==> src/rtl/irq_vec_pkg.sv <==
package irq_vec_pkg;

    localparam int NUM_SRC = 3;
    localparam int SRC_T0  = 0;
    localparam int SRC_T1  = 1;
    localparam int SRC_MF  = 2;

    // address 0 layout
    localparam int B_GIE = 0;
    localparam int B_T0E = 1;
    localparam int B_T1E = 2;
    localparam int B_MFE = 3;
    localparam int B_T0F = 4;
    localparam int B_T1F = 5;
    localparam int B_MFF = 6;

    // address 1 layout
    localparam int B_T2E = 0;
    localparam int B_TBE = 1;
    localparam int B_T2F = 4;
    localparam int B_TBF = 5;

    localparam int ADR_MAIN = 0;
    localparam int ADR_MF   = 1;

    typedef enum logic [0:0] {
        ST_IDLE  = 1'b0,
        ST_OFFER = 1'b1
    } irq_state_e;

endpackage

==> src/rtl/irq_flag_bank.sv <==
module irq_flag_bank
    import irq_vec_pkg::*;
#(
    parameter int DATA_W = 8,
    parameter int ADDR_W = 2
) (
    input  logic                clk,
    input  logic                rst_n,
    input  logic                ev_t0,
    input  logic                ev_t1,
    input  logic                ev_t2,
    input  logic                ev_tb,
    input  logic                wr_en,
    input  logic [ADDR_W-1:0]   addr,
    input  logic [DATA_W-1:0]   wdata,
    output logic [DATA_W-1:0]   rdata,
    input  logic                hw_clr_gie,
    input  logic [NUM_SRC-1:0]  hw_clr_src,
    output logic                gie,
    output logic [NUM_SRC-1:0]  src_en,
    output logic [NUM_SRC-1:0]  src_flag
);

    localparam int NUM_DIR = 2;

    logic wr_main;
    logic wr_mf;
    logic [NUM_DIR-1:0] ev_dir;
    logic [NUM_DIR-1:0] den;
    logic [NUM_DIR-1:0] dfl;

    logic gie_q;
    logic mfe_q, mff_q;
    logic t2e_q, tbe_q, t2f_q, tbf_q;
    logic mf_hit;

    assign wr_main = wr_en && (addr == ADDR_W'(ADR_MAIN));
    assign wr_mf   = wr_en && (addr == ADDR_W'(ADR_MF));
    assign ev_dir  = {ev_t1, ev_t0};

    // private-vector sources: same structure per timer
    for (genvar i = 0; i < NUM_DIR; i++) begin : g_dir
        logic en_q;
        logic fl_q;
        always_ff @(posedge clk) begin
            if (!rst_n) begin
                en_q <= 1'b0;
                fl_q <= 1'b0;
            end else begin
                if (wr_main) begin
                    en_q <= wdata[B_T0E + i];
                    fl_q <= wdata[B_T0F + i];
                end
                if (hw_clr_src[i]) fl_q <= 1'b0;
                if (ev_dir[i])     fl_q <= 1'b1;
            end
        end
        assign den[i] = en_q;
        assign dfl[i] = fl_q;
    end

    assign mf_hit = mfe_q && ((ev_t2 && t2e_q) || (ev_tb && tbe_q));

    always_ff @(posedge clk) begin
        if (!rst_n) begin
            gie_q <= 1'b0;
            mfe_q <= 1'b0;
            mff_q <= 1'b0;
        end else begin
            if (wr_main) begin
                gie_q <= wdata[B_GIE];
                mfe_q <= wdata[B_MFE];
                mff_q <= wdata[B_MFF];
            end
            if (hw_clr_gie)         gie_q <= 1'b0;
            if (hw_clr_src[SRC_MF]) mff_q <= 1'b0;
            if (mf_hit)             mff_q <= 1'b1;
        end
    end

    always_ff @(posedge clk) begin
        if (!rst_n) begin
            t2e_q <= 1'b0;
            tbe_q <= 1'b0;
            t2f_q <= 1'b0;
            tbf_q <= 1'b0;
        end else begin
            if (wr_mf) begin
                t2e_q <= wdata[B_T2E];
                tbe_q <= wdata[B_TBE];
                t2f_q <= wdata[B_T2F];
                tbf_q <= wdata[B_TBF];
            end
            if (ev_t2) t2f_q <= 1'b1;
            if (ev_tb) tbf_q <= 1'b1;
        end
    end

    always_comb begin
        rdata = '0;
        if (addr == ADDR_W'(ADR_MAIN)) begin
            rdata[B_GIE] = gie_q;
            rdata[B_T0E] = den[0];
            rdata[B_T1E] = den[1];
            rdata[B_MFE] = mfe_q;
            rdata[B_T0F] = dfl[0];
            rdata[B_T1F] = dfl[1];
            rdata[B_MFF] = mff_q;
        end else if (addr == ADDR_W'(ADR_MF)) begin
            rdata[B_T2E] = t2e_q;
            rdata[B_TBE] = tbe_q;
            rdata[B_T2F] = t2f_q;
            rdata[B_TBF] = tbf_q;
        end
    end

    assign gie      = gie_q;
    assign src_en   = {mfe_q, den};
    assign src_flag = {mff_q, dfl};


    mf_subflag_keep_chk: assert property (@(posedge clk) disable iff (!rst_n)
        (hw_clr_src[SRC_MF] && t2f_q && !wr_mf) |=> t2f_q);


    agg_gate_chk: assert property (@(posedge clk) disable iff (!rst_n)
        ($rose(mff_q) && !$past(wr_main)) |-> $past(mfe_q));


    event_wins_chk: assert property (@(posedge clk) disable iff (!rst_n)
        ev_t1 |=> dfl[SRC_T1]);

endmodule

==> src/rtl/irq_prio_sel.sv <==
module irq_prio_sel
    import irq_vec_pkg::*;
#(
    parameter int          VEC_W  = 12,
    parameter logic [11:0] VEC_T0 = 12'h00C,
    parameter logic [11:0] VEC_T1 = 12'h010,
    parameter logic [11:0] VEC_MF = 12'h018
) (
    input  logic [NUM_SRC-1:0] pend,
    output logic [NUM_SRC-1:0] grant,
    output logic               any,
    output logic [VEC_W-1:0]   vec
);

    logic [VEC_W-1:0] vtab [NUM_SRC];

    assign vtab[SRC_T0] = VEC_W'(VEC_T0);
    assign vtab[SRC_T1] = VEC_W'(VEC_T1);
    assign vtab[SRC_MF] = VEC_W'(VEC_MF);

    // lowest index wins
    always_comb begin
        grant = '0;
        vec   = '0;
        for (int i = NUM_SRC - 1; i >= 0; i--) begin
            if (pend[i]) begin
                grant    = '0;
                grant[i] = 1'b1;
                vec      = vtab[i];
            end
        end
    end

    assign any = |pend;

endmodule

==> src/rtl/irq_issue_fsm.sv <==
module irq_issue_fsm
    import irq_vec_pkg::*;
#(
    parameter int VEC_W = 12
) (
    input  logic               clk,
    input  logic               rst_n,
    input  logic               gie,
    input  logic               stack_full,
    input  logic               any,
    input  logic [NUM_SRC-1:0] grant,
    input  logic [VEC_W-1:0]   vec_in,
    input  logic               ack,
    output logic               irq_req,
    output logic [VEC_W-1:0]   irq_vec,
    output logic               clr_gie,
    output logic [NUM_SRC-1:0] clr_src
);

    irq_state_e         state_q, state_d;
    logic [NUM_SRC-1:0] sel_q;
    logic [VEC_W-1:0]   vec_q;
    logic               launch;

    assign launch = gie && !stack_full && any;

    always_comb begin
        state_d = state_q;
        unique case (state_q)
            ST_IDLE:  if (launch) state_d = ST_OFFER;
            ST_OFFER: if (ack)    state_d = ST_IDLE;
            default:              state_d = ST_IDLE;
        endcase
    end

    always_ff @(posedge clk) begin
        if (!rst_n) begin
            state_q <= ST_IDLE;
            sel_q   <= '0;
            vec_q   <= '0;
        end else begin
            state_q <= state_d;
            if (state_q == ST_IDLE && launch) begin
                sel_q <= grant;
                vec_q <= vec_in;
            end
        end
    end

    always_comb begin
        irq_req = 1'b0;
        clr_gie = 1'b0;
        clr_src = '0;
        unique case (state_q)
            ST_IDLE: ;
            ST_OFFER: begin
                irq_req = 1'b1;
                if (ack) begin
                    clr_gie = 1'b1;
                    clr_src = sel_q;
                end
            end
            default: ;
        endcase
    end

    assign irq_vec = vec_q;


    offer_hold_chk: assert property (@(posedge clk) disable iff (!rst_n)
        (irq_req && !ack) |=> (irq_req && $stable(irq_vec)));


    launch_gate_chk: assert property (@(posedge clk) disable iff (!rst_n)
        $rose(irq_req) |-> $past(gie && !stack_full && any));


    accept_drop_chk: assert property (@(posedge clk) disable iff (!rst_n)
        (irq_req && ack) |=> !irq_req);

endmodule

==> src/rtl/irq_vector_ctrl.sv <==
module irq_vector_ctrl
    import irq_vec_pkg::*;
#(
    parameter int          DATA_W = 8,
    parameter int          ADDR_W = 2,
    parameter int          VEC_W  = 12,
    parameter logic [11:0] VEC_T0 = 12'h00C,
    parameter logic [11:0] VEC_T1 = 12'h010,
    parameter logic [11:0] VEC_MF = 12'h018
) (
    input  logic              clk,
    input  logic              rst_n,
    input  logic              t0_ovf,
    input  logic              t1_ovf,
    input  logic              t2_ovf,
    input  logic              tb_tick,
    input  logic              stack_full,
    input  logic              reg_wr,
    input  logic [ADDR_W-1:0] reg_addr,
    input  logic [DATA_W-1:0] reg_wdata,
    output logic [DATA_W-1:0] reg_rdata,
    output logic              irq_req,
    output logic [VEC_W-1:0]  irq_vec,
    input  logic              irq_ack
);

    logic               gie;
    logic [NUM_SRC-1:0] src_en, src_flag, pend, grant, clr_src;
    logic               any, clr_gie;
    logic [VEC_W-1:0]   sel_vec;

    irq_flag_bank #(.DATA_W(DATA_W), .ADDR_W(ADDR_W)) u_bank (
        .clk        (clk),
        .rst_n      (rst_n),
        .ev_t0      (t0_ovf),
        .ev_t1      (t1_ovf),
        .ev_t2      (t2_ovf),
        .ev_tb      (tb_tick),
        .wr_en      (reg_wr),
        .addr       (reg_addr),
        .wdata      (reg_wdata),
        .rdata      (reg_rdata),
        .hw_clr_gie (clr_gie),
        .hw_clr_src (clr_src),
        .gie        (gie),
        .src_en     (src_en),
        .src_flag   (src_flag)
    );

    assign pend = src_en & src_flag;

    irq_prio_sel #(.VEC_W(VEC_W), .VEC_T0(VEC_T0), .VEC_T1(VEC_T1), .VEC_MF(VEC_MF)) u_sel (
        .pend  (pend),
        .grant (grant),
        .any   (any),
        .vec   (sel_vec)
    );

    irq_issue_fsm #(.VEC_W(VEC_W)) u_fsm (
        .clk        (clk),
        .rst_n      (rst_n),
        .gie        (gie),
        .stack_full (stack_full),
        .any        (any),
        .grant      (grant),
        .vec_in     (sel_vec),
        .ack        (irq_ack),
        .irq_req    (irq_req),
        .irq_vec    (irq_vec),
        .clr_gie    (clr_gie),
        .clr_src    (clr_src)
    );


    grant_onehot_chk: assert property (@(posedge clk) disable iff (!rst_n)
        $onehot0(grant) && (any == (grant != '0)));


    t0_first_chk: assert property (@(posedge clk) disable iff (!rst_n)
        pend[SRC_T0] |-> grant[SRC_T0]);


    entry_masks_chk: assert property (@(posedge clk) disable iff (!rst_n)
        (irq_req && irq_ack && !reg_wr) |=> !gie);

endmodule

==> config.mk <==
export PLATFORM = sky130hd
export DESIGN_NAME = irq_vector_ctrl
export DESIGN_NICKNAME = d
export VERILOG_FILES = /design/src/rtl/irq_vec_pkg.sv /design/src/rtl/irq_flag_bank.sv /design/src/rtl/irq_prio_sel.sv /design/src/rtl/irq_issue_fsm.sv /design/src/rtl/irq_vector_ctrl.sv
export SDC_FILE = /design/constraint.sdc
export NUM_CORES = 1
export LEC_CHECK = 0
export ABC_AREA = 0
export BUFFER_PORTS_ARGS = -buffer_cell sky130_fd_sc_hd__buf_2
export CORE_MARGIN = 8
export CORE_UTILIZATION = 46
export CTS_CLUSTER_SIZE = 24
export DETAILED_ROUTE_END_ITERATION = 8
export HOLD_SLACK_MARGIN = 0.12
export PLACE_DENSITY = 0.78
export SLEW_MARGIN = 40
export SYNTH_ARGS = -nofsm -noshare
export SYNTH_HDL_FRONTEND = slang
export SYNTH_SLANG_ARGS = --single-unit
==> constraint.sdc <==
create_clock -name clk -period 1.6 [get_ports clk]
set_input_delay 0.16 -clock clk [delete_from_list [all_inputs] [get_ports clk]]
set_output_delay 0.16 -clock clk [all_outputs]
set_load 0.1 [all_outputs]
==> impl_metrics.csv <==
group,metric,value,unit
logic_synthesis,yosys_warnings,0,
floorplan,core_area,1940,um2
sta,drv_slew,0,
sta,hold_violations,0,
critical_path,cp_cell_sequence,"and2_1 > buf_2",
sta,finalClockSkew,7.16,ps
detailed_routing,vias_per_cell,5.01,
logic_synthesis,ys_ff_latch,17,
floorplan,die_x,61.1,um
clocking,clk_path_buf_depth,2,
detailed_routing,vias,802,
floorplan,start_util,0.483,
logic_synthesis,yosys-top-cells-area,"dfxtp_1 (36%), mux2i_1 (12%), buf_4 (9.6%), nor2b_1 (4.0%), mux2_4 (3.2%)",
detailed_routing,drc,0,
worst_hold_path,min_path_type,"input pin to register",
sta,rsz0062_at_grt,"false",
sta,fin_hold_ws,130,ps
power,power_density,824,nW/um2
clocking,cts_made_buffers,3,
layout,n_antenna_cell,0,
global_routing,antenna_found_initial,0,
clocking,cts_max_level,1,
logic_synthesis,syn-mean-instance-area,9.37,um2
logic_synthesis,ys_types,28,
placement,gp_congestion,0.850,
layout,area_delta_synth_final,22.7,%
sta,timing.setup.tns,0,ps
global_routing,grt_pass1_vias,810,
critical_path,r2r_slack,380,ps
layout,post-route-util,0.592,
clocking,root_buffer,"clkbuf_4",
critical_path,cp_top_family,"flip-flops",
sta,setup_violations,0,
flow_run,maxCapViolations,0,
critical_path,critical_path.max_stage_delay,450,ps
sta,period_needed,1510,ps
clocking,cts.sinks,17,
global_routing,grt_use_total,0.135,
layout,drive_gt1_frac,0.323,
floorplan,row_count,16,
layout,fin_nets,153,
detailed_routing,totalWireLength,2280,um
critical_path,arrival,1350,ps
critical_path,crit_slowest_cell,"dfxtp_1",
clocking,post_cts_buffers,0,
critical_path,cp_max_fo,6,
global_routing,grt_pass1_wl,3720,um
global_routing,grt_overflow,0,
outcome,status,"completed",
global_routing,grt_max_degree,19,
critical_path,path_buf_inv,1,
logic_synthesis,yosysTopAreaCellShare,0.363,
logic_synthesis,syn_area,937,um2
placement,port_buffers,28,
floorplan,pin_count,40,
layout,final_common_cell,"buf_2",
clocking,path_clk_slew,90,ps
power,cellLeakagePower,0.520,nW
detailed_routing,drt_pass1_iterations,4,
layout,fillers,179,
sta,timing.fmax,664,MHz
clocking,cts_tree,"built",
detailed_routing,wire_per_inst,14.2,um
critical_path,required,1440,ps
placement,dp_hpwl,1770,um
detailed_routing,ant_nets,0,
critical_path,critPathLaunchType,"register",
floorplan,die_y,61.1,um
power,finalPower,0.948,mW
logic_synthesis,synth_seq_area_share,0.363,
sta,post-route-period-util,0.942,
layout,final_cell_mix,"buf_2 (25), dfxtp_1 (16), mux2i_1 (11)",
logic_synthesis,yosysTopAreaCell,"dfxtp_1",
critical_path,crit_type,"register to output pin",
detailed_routing,drtIter0Drc,33,
clocking,insertion_delay,300,ps
power,ir_drop,0.452,mV
logic_synthesis,postSynthCellCount,100,
floorplan,dieArea,3740,um2
critical_path,end_kind,"output pin",
==> synth_stat cells <==
master,count
mux2_4,2
nor2b_1,6
buf_6,1
a21boi_0,2
a22oi_1,3
nand2b_1,2
conb_1,1
nor3b_2,1
nand3b_1,1
buf_4,12
o221a_1,2
nand4_1,1
mux2_2,2
o22ai_1,1
o21a_1,3
o211a_1,2
dfxtp_1,17
a21oi_1,1
mux2i_1,11
o21ai_0,2
nor2_1,8
and2_1,3
or3b_1,1
nand2_1,7
nand3_1,2
a31oi_1,2
nor3b_1,2
clkbuf_1,2
==> sequential cells by signal, indices dropped and copies added, names as in the netlist <==
register and cells:
u_fsm.sel_q 3, u_bank.g_dir.en_q 2, u_bank.g_dir.fl_q 2, u_fsm.irq_vec 2, u_bank.gie 1, u_bank.mfe_q 1, u_bank.mff_q 1, u_bank.t2e_q 1
u_bank.t2f_q 1, u_bank.tbe_q 1, u_bank.tbf_q 1, u_fsm.state_q 1
==> layer usage <==
layer | share of wire | vias up | track usage
met1 | 0.42 | 368 | 0.156
met4 | 0.017 | 0 | 0.0698
met3 | 0.091 | 5 | 0.0376
met5 | 0 | - | 0
li1 | - | 397 | -
met2 | 0.47 | 32 | 0.219
==> path summary, 6_finish.rpt <==
check / start / endpoint / depth (start not counted)
max reg2reg: u_bank.gie / u_fsm.sel_q[0] / 3
min: reg_wdata[0] / u_bank.gie / 3
max: u_bank.mff_q / reg_rdata[6] / 2
min reg2reg: u_fsm.sel_q[1] / u_fsm.sel_q[1] / 2
==> where the power goes <==
| group | internal (mW) | total [mW] | switching (mW) |
|---|---|---|---|
| registers | 0.437 | 0.452 | 0.0155 |
| clock network | 0.0933 | 0.236 | 0.143 |
| logic | 0.0679 | 0.259 | 0.191 |
==> metrics by stage <==
stage	area [um2]	cells	setup slack (ps)
after CTS	1130	159	74.0
after global placement	1050	150	289
after detailed placement	1050	150	264
after global routing	1150	160	41.4
after floorplan	982	109	205
final	1150	160	92.9
==> tightest hold or removal path, stage by stage <==
cell	delay, ps
buf_2	90
mux2i_1	60
nor2_1	90
==> cell type report <==
class / instances / area, um2 / share of cell area
flip-flops and latches: 17 / 342 / 0.297
clock inverters: 1 / 5.00 / 0.00435
clock buffers: 3 / 22.5 / 0.0196
well taps: 27 / 33.8 / 0.0294
repair buffers: 35 / 215 / 0.187
multi-input cells: 77 / 532 / 0.462
==> cell families (layout without fill, tap and decap cells) <==
kind of cell | Yosys count | count (layout) | share of synthesized area
AOI/OAI and AO/OA | 18 | 18 | 0.146
and+or+nand+nor | 34 | 34 | 0.198
other | 1 | 10 | 0.00400
DFF | 17 | 17 | 0.363
muxes | 15 | 15 | 0.174
buffers and inverters | 15 | 39 | 0.116
==> repair_timing <==
action,in CTS,in global routing
hold buffers,5,1
resized for setup,0,3
hold endpoints to repair,5,1
setup endpoints to repair,0,3
No activity file was read; power rests on OpenSTA's default activity.
